$ cat src/rtl/dual_alarm_pkg.sv
package dual_alarm_pkg;
  localparam int DATA_W    = 7;
  localparam int ADDR_W    = 3;
  localparam int SEC_W     = 7;
  localparam int MIN_W     = 7;
  localparam int HOUR_W    = 6;
  localparam int NUM_DAYS  = 7;
  localparam int DAY_IDX_W = 3;
  localparam int NUM_ALM   = 2;
  localparam int DAY_SPAN  = 1 << DAY_IDX_W;

  typedef enum logic [ADDR_W-1:0] {
    RA_WK_MIN  = 3'd0,
    RA_WK_HOUR = 3'd1,
    RA_WK_DAYS = 3'd2,
    RA_DY_MIN  = 3'd3,
    RA_DY_HOUR = 3'd4,
    RA_ENABLE  = 3'd5,
    RA_FLAGS   = 3'd6
  } reg_addr_e;

  typedef struct packed {
    logic [MIN_W-1:0]    min;
    logic [HOUR_W-1:0]   hour;
    logic [NUM_DAYS-1:0] days;
  } alarm_cfg_t;
endpackage

$ cat src/rtl/alarm_rst_sync.sv
module alarm_rst_sync (
  input  logic clk,
  input  logic rst_n_in,
  output logic rst_n_out
);
  logic [1:0] sync_q;

  always_ff @(posedge clk or negedge rst_n_in) begin
    if (!rst_n_in) sync_q <= 2'b00;
    else           sync_q <= {sync_q[0], 1'b1};
  end

  assign rst_n_out = sync_q[1];
endmodule

$ cat src/rtl/alarm_minute_tick.sv
module alarm_minute_tick
  import dual_alarm_pkg::*;
(
  input  logic             clk,
  input  logic             rst_n,
  input  logic [SEC_W-1:0] sec_bcd,
  output logic             tick
);
  logic [SEC_W-1:0] prev_q;
  logic [SEC_W-1:0] prev_d;

  always_comb begin
    prev_d = sec_bcd;
    tick   = (sec_bcd == '0) && (prev_q != '0);
  end

  always_ff @(posedge clk or negedge rst_n) begin
    if (!rst_n) prev_q <= '0;
    else        prev_q <= prev_d;
  end

  AST_TICK_ONCE: assert property (@(posedge clk) disable iff (!rst_n)
    tick |=> !tick) else $error("tick repeated");
endmodule

$ cat src/rtl/alarm_regs.sv
module alarm_regs
  import dual_alarm_pkg::*;
(
  input  logic               clk,
  input  logic               rst_n,
  input  logic               wr_en,
  input  logic [ADDR_W-1:0]  wr_addr,
  input  logic [DATA_W-1:0]  wr_data,
  input  logic [ADDR_W-1:0]  rd_addr,
  input  logic [NUM_ALM-1:0] flags,
  output logic [DATA_W-1:0]  rd_data,
  output alarm_cfg_t         wk_cfg,
  output alarm_cfg_t         dy_cfg,
  output logic [NUM_ALM-1:0] alm_en,
  output logic [NUM_ALM-1:0] flag_clr
);
  alarm_cfg_t         wk_q, wk_d, dy_q, dy_d;
  logic [NUM_ALM-1:0] en_q, en_d;
  logic               wk_we, dy_we, en_we;

  always_comb begin
    wk_d  = wk_q;
    dy_d  = dy_q;
    en_d  = en_q;
    wk_we = 1'b0;
    dy_we = 1'b0;
    en_we = 1'b0;
    if (wr_en) begin
      unique case (wr_addr)
        RA_WK_MIN:  begin wk_we = 1'b1; wk_d.min  = wr_data[MIN_W-1:0];    end
        RA_WK_HOUR: begin wk_we = 1'b1; wk_d.hour = wr_data[HOUR_W-1:0];   end
        RA_WK_DAYS: begin wk_we = 1'b1; wk_d.days = wr_data[NUM_DAYS-1:0]; end
        RA_DY_MIN:  begin dy_we = 1'b1; dy_d.min  = wr_data[MIN_W-1:0];    end
        RA_DY_HOUR: begin dy_we = 1'b1; dy_d.hour = wr_data[HOUR_W-1:0];   end
        RA_ENABLE:  begin en_we = 1'b1; en_d      = wr_data[NUM_ALM-1:0];  end
        default:    ;
      endcase
    end
    dy_d.days = '0;
  end

  always_ff @(posedge clk or negedge rst_n) begin
    if (!rst_n) begin
      wk_q <= '0;
      dy_q <= '0;
      en_q <= '0;
    end else begin
      if (wk_we) wk_q <= wk_d;
      if (dy_we) dy_q <= dy_d;
      if (en_we) en_q <= en_d;
    end
  end

  always_comb begin
    for (int i = 0; i < NUM_ALM; i++)
      flag_clr[i] = wr_en && (wr_addr == RA_FLAGS) && !wr_data[i];
  end

  always_comb begin
    rd_data = '0;
    unique case (rd_addr)
      RA_WK_MIN:  rd_data[MIN_W-1:0]    = wk_q.min;
      RA_WK_HOUR: rd_data[HOUR_W-1:0]   = wk_q.hour;
      RA_WK_DAYS: rd_data[NUM_DAYS-1:0] = wk_q.days;
      RA_DY_MIN:  rd_data[MIN_W-1:0]    = dy_q.min;
      RA_DY_HOUR: rd_data[HOUR_W-1:0]   = dy_q.hour;
      RA_ENABLE:  rd_data[NUM_ALM-1:0]  = en_q;
      RA_FLAGS:   rd_data[NUM_ALM-1:0]  = flags;
      default:    ;
    endcase
  end

  assign wk_cfg = wk_q;
  assign dy_cfg = dy_q;
  assign alm_en = en_q;

  AST_EN_HOLD: assert property (@(posedge clk) disable iff (!rst_n)
    !(wr_en && wr_addr == RA_ENABLE) |=> $stable(en_q)) else $error("enable moved");
endmodule

$ cat src/rtl/alarm_match.sv
module alarm_match
  import dual_alarm_pkg::*;
#(
  parameter bit HAS_DAYS = 1'b1
) (
  input  logic                 clk,
  input  logic                 rst_n,
  input  logic                 tick,
  input  logic                 en,
  input  logic                 clr,
  input  alarm_cfg_t           cfg,
  input  logic [MIN_W-1:0]     cur_min,
  input  logic [HOUR_W-1:0]    cur_hour,
  input  logic [DAY_IDX_W-1:0] cur_wday,
  output logic                 flag
);
  logic [DAY_SPAN-1:0] days_ext;
  logic                day_ok, time_eq, hit;
  logic                flag_q, flag_d;

  always_comb begin
    days_ext = {{(DAY_SPAN-NUM_DAYS){1'b0}}, cfg.days};
    day_ok   = !HAS_DAYS || days_ext[cur_wday];
    time_eq  = (cur_min == cfg.min) && (cur_hour == cfg.hour);
    hit      = tick && en && time_eq && day_ok;
    if (hit)      flag_d = 1'b1;
    else if (clr) flag_d = 1'b0;
    else          flag_d = flag_q;
  end

  always_ff @(posedge clk or negedge rst_n) begin
    if (!rst_n) flag_q <= 1'b0;
    else        flag_q <= flag_d;
  end

  assign flag = flag_q;

  AST_SET_NEEDS_EN: assert property (@(posedge clk) disable iff (!rst_n)
    $rose(flag_q) |-> $past(tick && en)) else $error("flag set without enable");
  AST_FLAG_STICKY: assert property (@(posedge clk) disable iff (!rst_n)
    (flag_q && !clr) |=> flag_q) else $error("flag lost");

  generate
    if (HAS_DAYS) begin : g_day_chk
      AST_DAY_MASK: assert property (@(posedge clk) disable iff (!rst_n)
        $rose(flag_q) |-> $past(days_ext[cur_wday])) else $error("day not in mask");
    end
  endgenerate
endmodule

$ cat src/rtl/dual_alarm.sv
module dual_alarm
  import dual_alarm_pkg::*;
(
  input  logic                 clk,
  input  logic                 rst_n,
  input  logic                 wr_en,
  input  logic [ADDR_W-1:0]    wr_addr,
  input  logic [DATA_W-1:0]    wr_data,
  input  logic [ADDR_W-1:0]    rd_addr,
  output logic [DATA_W-1:0]    rd_data,
  input  logic [SEC_W-1:0]     sec_bcd,
  input  logic [MIN_W-1:0]     min_bcd,
  input  logic [HOUR_W-1:0]    hour_code,
  input  logic [DAY_IDX_W-1:0] wday,
  output logic [NUM_ALM-1:0]   alarm_flags,
  output logic                 irq_n
);
  logic               rst_q_n;
  logic               tick;
  alarm_cfg_t         cfg [NUM_ALM];
  logic [NUM_ALM-1:0] alm_en, flag_clr, flags;

  alarm_rst_sync i_rst (
    .clk(clk), .rst_n_in(rst_n), .rst_n_out(rst_q_n)
  );

  alarm_minute_tick i_tick (
    .clk(clk), .rst_n(rst_q_n), .sec_bcd(sec_bcd), .tick(tick)
  );

  alarm_regs i_regs (
    .clk(clk), .rst_n(rst_q_n),
    .wr_en(wr_en), .wr_addr(wr_addr), .wr_data(wr_data),
    .rd_addr(rd_addr), .flags(flags), .rd_data(rd_data),
    .wk_cfg(cfg[0]), .dy_cfg(cfg[1]),
    .alm_en(alm_en), .flag_clr(flag_clr)
  );

  generate
    for (genvar g = 0; g < NUM_ALM; g++) begin : g_alm
      alarm_match #(.HAS_DAYS(g == 0)) i_match (
        .clk(clk), .rst_n(rst_q_n), .tick(tick),
        .en(alm_en[g]), .clr(flag_clr[g]), .cfg(cfg[g]),
        .cur_min(min_bcd), .cur_hour(hour_code), .cur_wday(wday),
        .flag(flags[g])
      );
    end
  endgenerate

  assign alarm_flags = flags;
  assign irq_n       = ~|(flags & alm_en);

  AST_IRQ_IDLE: assert property (@(posedge clk) disable iff (!rst_q_n)
    (alm_en == '0) |-> irq_n) else $error("irq with no enable");
  AST_IRQ_RELEASE: assert property (@(posedge clk) disable iff (!rst_q_n)
    $fell(alm_en[0]) && !alm_en[1] |-> irq_n) else $error("irq held");
endmodule

$ cat config.mk
export PLATFORM = sky130hd
export DESIGN_NAME = dual_alarm
export DESIGN_NICKNAME = d
export VERILOG_FILES = /design/src/rtl/dual_alarm_pkg.sv /design/src/rtl/alarm_rst_sync.sv /design/src/rtl/alarm_minute_tick.sv /design/src/rtl/alarm_regs.sv /design/src/rtl/alarm_match.sv /design/src/rtl/dual_alarm.sv
export SDC_FILE = /design/constraint.sdc
export NUM_CORES = 1
export LEC_CHECK = 0
export ABC_AREA = 1
export ABC_CLOCK_PERIOD_IN_PS = 3280
export CORE_MARGIN = 10
export CORE_UTILIZATION = 40
export CTS_CLUSTER_DIAMETER = 80
export DETAILED_ROUTE_END_ITERATION = 10
export GPL_ROUTABILITY_DRIVEN = 0
export HOLD_SLACK_MARGIN = 0.05
export PLACE_DENSITY = 0.6
export SYNTH_ARGS = -nofsm -noshare
export SYNTH_HDL_FRONTEND = slang
export SYNTH_SLANG_ARGS = --single-unit
$ cat constraint.sdc
create_clock -name clk -period 3.28 [get_ports clk]
set_input_delay 0.656 -clock clk [delete_from_list [all_inputs] [get_ports clk]]
set_output_delay 0.656 -clock clk [all_outputs]
set_load 0.03 [all_outputs]
==> results.yml, run 1 <==
synthesis:
  yosysTopAreaCell: "dfrtp_1"
  synth_simple_gate_area_share_pct: 27.0
  syn-cell-area_sq_mm: 0.00263
  synth_cell_types: 24
  synthMuxAreaShare_pct: 0
  synth_seq_cells: 46
  synthFlopType: "dfrtp_1"
  synthArstFlopShare_pct: 100
  synth.most_common_cell: "nand2_1"
  ys_warn_count: 0
  synth_fa_ha_area_share_pct: 0
  synth_top_family_by_area: "simple AND/OR/NAND/NOR gates"
  synth-xor-area-share_pct: 2.66
  synth_common_cells: "113 x nand2_1, 54 x inv_1, 46 x dfrtp_1"
  synth-edff-count: 0
  postSynthAreaPerCell_sq_um: 7.48
  ys_seq_area_share_pct: 43.7
  synth_top_area_share_pct: 43.7
  synth_compound_area_share_pct: 15.7
  syn-num-nets: 391
  yosys-top-cells-area: "dfrtp_1 44%, nand2_1 16%, o21ai_2 8.7%, inv_1 7.7%, nor2_1 3.7%"
  syn_inst: 352
cells_and_area:
  final_nets: 440
  drive_gt1_share_pct: 12.9
  fill_cells: 634
  instances_no_fill: 479
  num_antenna_cells: 0
  area_delta_synth_final_pct: 23.3
global_routing:
  track_usage_pct: 14.7
  grt_max_degree: 45
  grt_pass1_vias: 2338
  antenna_found_initial: 0
  grt_pass1_wl_mm: 11.8
  overflow: 0
timing:
  fin_crit_ps: 3130
  max_slew_margin_pct: 36.6
  worst_slew_pin_slew_ps: 950
  hold_viol: 0
  rsz0062_at_grt: "no"
  fin_hold_ws_ps: 360
  worst_slack_ps: 149
  slew_violations: 0
  fin_tns_setup_ps: 0
  worst_clock_skew_ps: 10.4
  setup_viol: 0
  fmax_mhz: 319
  finalCritPeriodShare_pct: 95.5
place:
  preCtsSetupSlack_ps: 99.9
  dpl.cell_count: 471
  dp_hpwl_mm: 5.64
  port_buffers: 48
floorplanning:
  fp.dieH_um: 101
  rows: 29
  die-area_sq_mm: 0.0102
  initial_utilization_pct: 41.2
  io_pins: 49
  die-width_um: 101
  core_area_sq_mm: 0.00639
cts:
  postCtsSetupRepairBufs: 0
  clockBufferDepth: 2
  cts_tree: "built"
  cts_buffers: 5
  htree_levels: 2
  clk_transition_reported_paths_ps: 90
  clock_latency_ps: 310
  cts_sinks: 46
  cts_root_buf: "clkbuf_8"
route:
  vias: 2268
  firstDrtPassIters: 4
  drc: 0
  wl_mm: 7.14
  drtAntennaViolNets: 0
  drt_iter0_drc: 110
  avgRoutedWirePerCell_um: 14.9
  vias_per_cell: 4.73
pwr:
  p_per_area_mw_per_mm2: 456
  power_uw: 1480
  ir_worst_vdd_uv: 225
  p_leak_uw: 0.00162
worst_setup_path:
  critPathArrivalTime_ps: 2470
  cpMaxStageDelayCell: "clkdlybuf4s50_1"
  crit_chain: "clkdlybuf4s50_1, inv_1, nand3_1, inv_1, nand2_1, nand4_1, clkdlybuf4s50_1"
  critPathMaxFanout: 5
  path_buf_inv: 4
  cp-end-kind: "output port"
  crit_type: "input pin to output port"
  cpLargestDelayFamily: "buffers and inverters"
  cpPeakStageDelay_ps: 680
  worstPathRequired_ps: 2620
  crit_path_start_kind: "input pin"
run:
  cap_violations: 0
min_path:
  hold_class: "register to register"
outcome:
  status: "completed"
## registers in the layout, summed over array words and instances (netlist names)
signal / count
i_tick.prev_q: 7
i_regs.dy_cfg: 13
i_regs.alm_en: 2
g_alm.i_match.flag: 2
i_rst.sync_q: 2
i_regs.wk_cfg: 20
## report_power, final
group | leakage [uW] | switching, uW | internal [uW]
sequential | 0.000572 | 88.6 | 653
combinational | 0.00101 | 220 | 174
clock | 0.0000385 | 194 | 151
## metal layers
metal	track usage [%]	vias up	share of wire, %
li1	-	1188	-
met1	19.4	1019	48
met5	0	-	0
met2	22.8	53	44
met4	4.72	0	1.5
met3	3.91	8	6.9
## logic make-up (layout without fill, tap and decap cells)
| kind of cell | Yosys count | in the layout |
|---|---|---|
| AO/OA/AOI/OAI | 61 | 61 |
| XOR/XNOR | 8 | 8 |
| buffers and inverters | 66 | 116 |
| flip-flops | 46 | 46 |
| other | 1 | 1 |
| AND/OR/NAND/NOR | 170 | 170 |
## worst register-to-register path, cell delays in order (launching register included)
cell	delay (ps)
dfrtp_1	450
xor2_1	180
nor2_1	130
nand2_1	70
nor2_1	90
nand3_1	100
nand2_1	80
## per-stage QoR
| stage | util, % | cell area (sq um) |
|---|---|---|
| after global placement | 49.4 | 3150 |
| after CTS | 50.7 | 3240 |
| after detailed placement | 49.4 | 3150 |
| after floorplan | - | 2630 |
| after global routing | 50.8 | 3240 |
| final | 50.8 | 3240 |
## layout by cell type (no fill, tap or decap), drive strengths merged
cell	count
o21ai	50
inv	59
clkinvlp	1
nor2	29
dlymetal6s2s	3
o22ai	6
dfrtp	46
nand2	119
a21oi	4
xnor2	4
conb	1
clkbuf	7
nor3	1
nand3	19
nand4	2
xor2	4
clkdlybuf4s50	44
o211ai	1
buf	2
## worst paths after layout
path / start / endpoint / slack (ps) / cells past startpoint
setup / recovery: rd_addr[1] / rd_data[1] / 150 / 7
hold / removal: i_rst.sync_q[0] / i_rst.sync_q[1] / 360 / 0
setup reg to reg: i_regs.dy_cfg[13] / g_alm[1].i_match.flag / 2130 / 6
hold reg to reg: i_rst.sync_q[0] / i_rst.sync_q[1] / 360 / 0
max in group asynchronous: i_rst.sync_q[1] / i_regs.wk_cfg[19] / 2260 / 0
min in group asynchronous: i_rst.sync_q[1] / i_regs.dy_cfg[12] / 430 / 0
## timing repair
action                     CTS  global route
hold buffers                 0             0
setup endpoints to repair    0             3
resized for setup            0             3
## layout make-up
type	instances	area, sq um	area share, %
Tap cell	77	96.3	2.97
Multi-Input combinational cell	240	1200	36.9
Inverter	59	221	6.83
Clock buffer	7	76.3	2.35
Clock inverter	1	7.51	0.231
Timing Repair Buffer	49	493	15.2
Sequential cell	46	1150	35.5
(Power assumes the default switching activity.)
==> inputs of run 2 (changes only) <==
--- a/config.mk
+++ b/config.mk
@@ -7,7 +7,7 @@
 export LEC_CHECK = 0
 export ABC_AREA = 1
 export ABC_CLOCK_PERIOD_IN_PS = 3280
-export CORE_MARGIN = 10
+export CORE_MARGIN = 5
 export CORE_UTILIZATION = 40
 export CTS_CLUSTER_DIAMETER = 80
 export DETAILED_ROUTE_END_ITERATION = 10
==> run 2 against run 1 <==
Compared with the run above: sequential power hardly changed; critical path depth is 1 higher; die area is 19% lower; register-to-register slack worse by 20 ps; fmax is 0.66% lower; wire length is 2.8% lower; sequential share of layout area stayed put; clock-buffer cell count stayed put; setup slack worse by 21 ps; cell area stayed put; first-iteration DRC count is 7.3% higher; largest power group unchanged.
==> results.yml, run 2 (synthesis results as in run 1) <==
cts:
  cts_buffers: 5
  cts_sinks: 46
  cts_root_buf: "clkbuf_8"
  htree_levels: 2
  clk_transition_reported_paths_ps: 80
  clockBufferDepth: 2
  clock_latency_ps: 300
  hold_buffers: 0
  cts_tree: "built"
cells_and_area:
  instances_no_fill: 479
  drive_gt1_share_pct: 12.9
  largest_reg_flops: 20
  num_antenna_cells: 0
  layout_commonest_cell: "nand2_1"
  final_cell_mix: "113 x nand2_1, 54 x inv_1, 45 x dfrtp_1"
  fin_area_sq_mm: 0.00324
  final_nets: 440
  area_delta_synth_final_pct: 23.3
worst_setup_path:
  cpLargestDelayFamily: "buffers and inverters"
  cpMaxStageDelayCell: "clkdlybuf4s50_1"
  critPathLaunch: "rd_addr[1]"
  ff2ff_setup_slack_ps: 2110
  critPathMaxFanout: 5
  cp_num_cells: 8
  r2r-start: "i_regs.dy_cfg[17]"
  cp-end-kind: "output port"
  critPathArrivalTime_ps: 2500
  crit_path_start_kind: "input pin"
  crit_path_end: "rd_data[0]"
  crit_type: "input pin to output port"
  r2r.worst_path.cells: 6
  crit_top_cell: "clkdlybuf4s50_1"
  worstPathRequired_ps: 2620
  crit_chain: "clkdlybuf4s50_1, nand3_2, inv_2, nand2_1, o21ai_1, nor2_1, nand4_1, clkdlybuf4s50_1"
  cpPeakStageDelay_ps: 690
  path_buf_inv: 3
  r2r_end: "g_alm[1].i_match.flag"
min_path:
  hold_class: "register to register"
timing:
  worst_slew_pin_slew_ps: 980
  fin_hold_ws_ps: 356
  hold_viol: 0
  fmax_mhz: 317
  fin_tns_setup_ps: 0
  worst_slack_ps: 128
  fin_crit_ps: 3150
  finalCritPeriodShare_pct: 96.1
  max_slew_margin_pct: 34.7
  slew_violations: 0
  rsz0062_at_grt: "no"
  setup_viol: 0
  worst_clock_skew_ps: 4.00
global_routing:
  grt_pass1_vias: 2260
  grt_pass1_wl_mm: 11.6
  overflow: 0
  track_usage_pct: 17.6
  grt_max_degree: 45
  antenna_found_initial: 0
route:
  drt_iter0_drc: 118
  vias: 2265
  avgRoutedWirePerCell_um: 14.5
  drc: 0
  drtAntennaViolNets: 0
  wl_mm: 6.94
  firstDrtPassIters: 4
  vias_per_cell: 4.73
floorplanning:
  initial_utilization_pct: 41.2
  die-width_um: 91.1
  io_pins: 49
  die-area_sq_mm: 0.00830
  fp.dieH_um: 91.1
  core_area_sq_mm: 0.00639
  rows: 29
pwr:
  p_per_area_mw_per_mm2: 456
  p_leak_uw: 0.00162
  ir_worst_vdd_uv: 254
place:
  port_buffers: 48
  preCtsSetupSlack_ps: 72.6
  dp_hpwl_mm: 5.47
  placed_area_sq_mm: 0.00315
  dpl.cell_count: 471
run:
  cap_violations: 0
outcome:
  status: "completed"
[run 2: cell counts in the layout (fill, tap and decap cells not counted)]
No cell type changed its count.
[run 2: how the worst min path moves through the flow]
stage	from	endpoint	slack [ps]	cells past startpoint
floorplan	i_rst.sync_q[0]	i_rst.sync_q[1]	330	0
global placement	i_rst.sync_q[0]	i_rst.sync_q[1]	340	0
detailed placement	i_rst.sync_q[0]	i_rst.sync_q[1]	340	0
CTS	i_rst.sync_q[0]	i_rst.sync_q[1]	360	0
global route	i_rst.sync_q[0]	i_rst.sync_q[1]	370	0
finish	i_rst.sync_q[0]	i_rst.sync_q[1]	360	0
[run 2: metrics by stage]
| stage | util [%] | total power, uW |
|---|---|---|
| floorplan | - | 986 |
| global placement | 49.4 | 1140 |
| detailed placement | 49.4 | 1150 |
| CTS | 50.7 | 1490 |
| global route | 50.8 | 1570 |
| finish | 50.8 | 1480 |
[run 2: where the power goes]
part | internal (uW) | total [uW] | switching (uW)
Clock | 151 | 344 | 193
Sequential | 653 | 742 | 88.9
Combinational | 174 | 392 | 218
[run 2: final cells by class]
| class | instances | area (sq um) |
|---|---|---|
| clock inverter | 1 | 7.51 |
| timing repair buffer | 49 | 493 |
| fill | 629 | 3140 |
| inverter | 59 | 221 |
| multi-input combinational | 240 | 1200 |
| sequential | 46 | 1150 |
| clock buffer | 7 | 76.3 |
| tap | 77 | 96.3 |
[run 2: timing repair]
item                                    CTS  global route
resized for setup                         0             3
endpoints found under the setup margin    0             3
buffers inserted                          0             0
[run 2: metal layers]
metal	track usage, %	wire (um)	vias to the layer above	share of wire, %
li1	-	-	1187	-
met1	23.9	3250	1018	47
met2	28.3	3240	54	47
met3	4.55	389	6	5.6
met4	4.03	62	0	0.89
met5	0	0	-	0
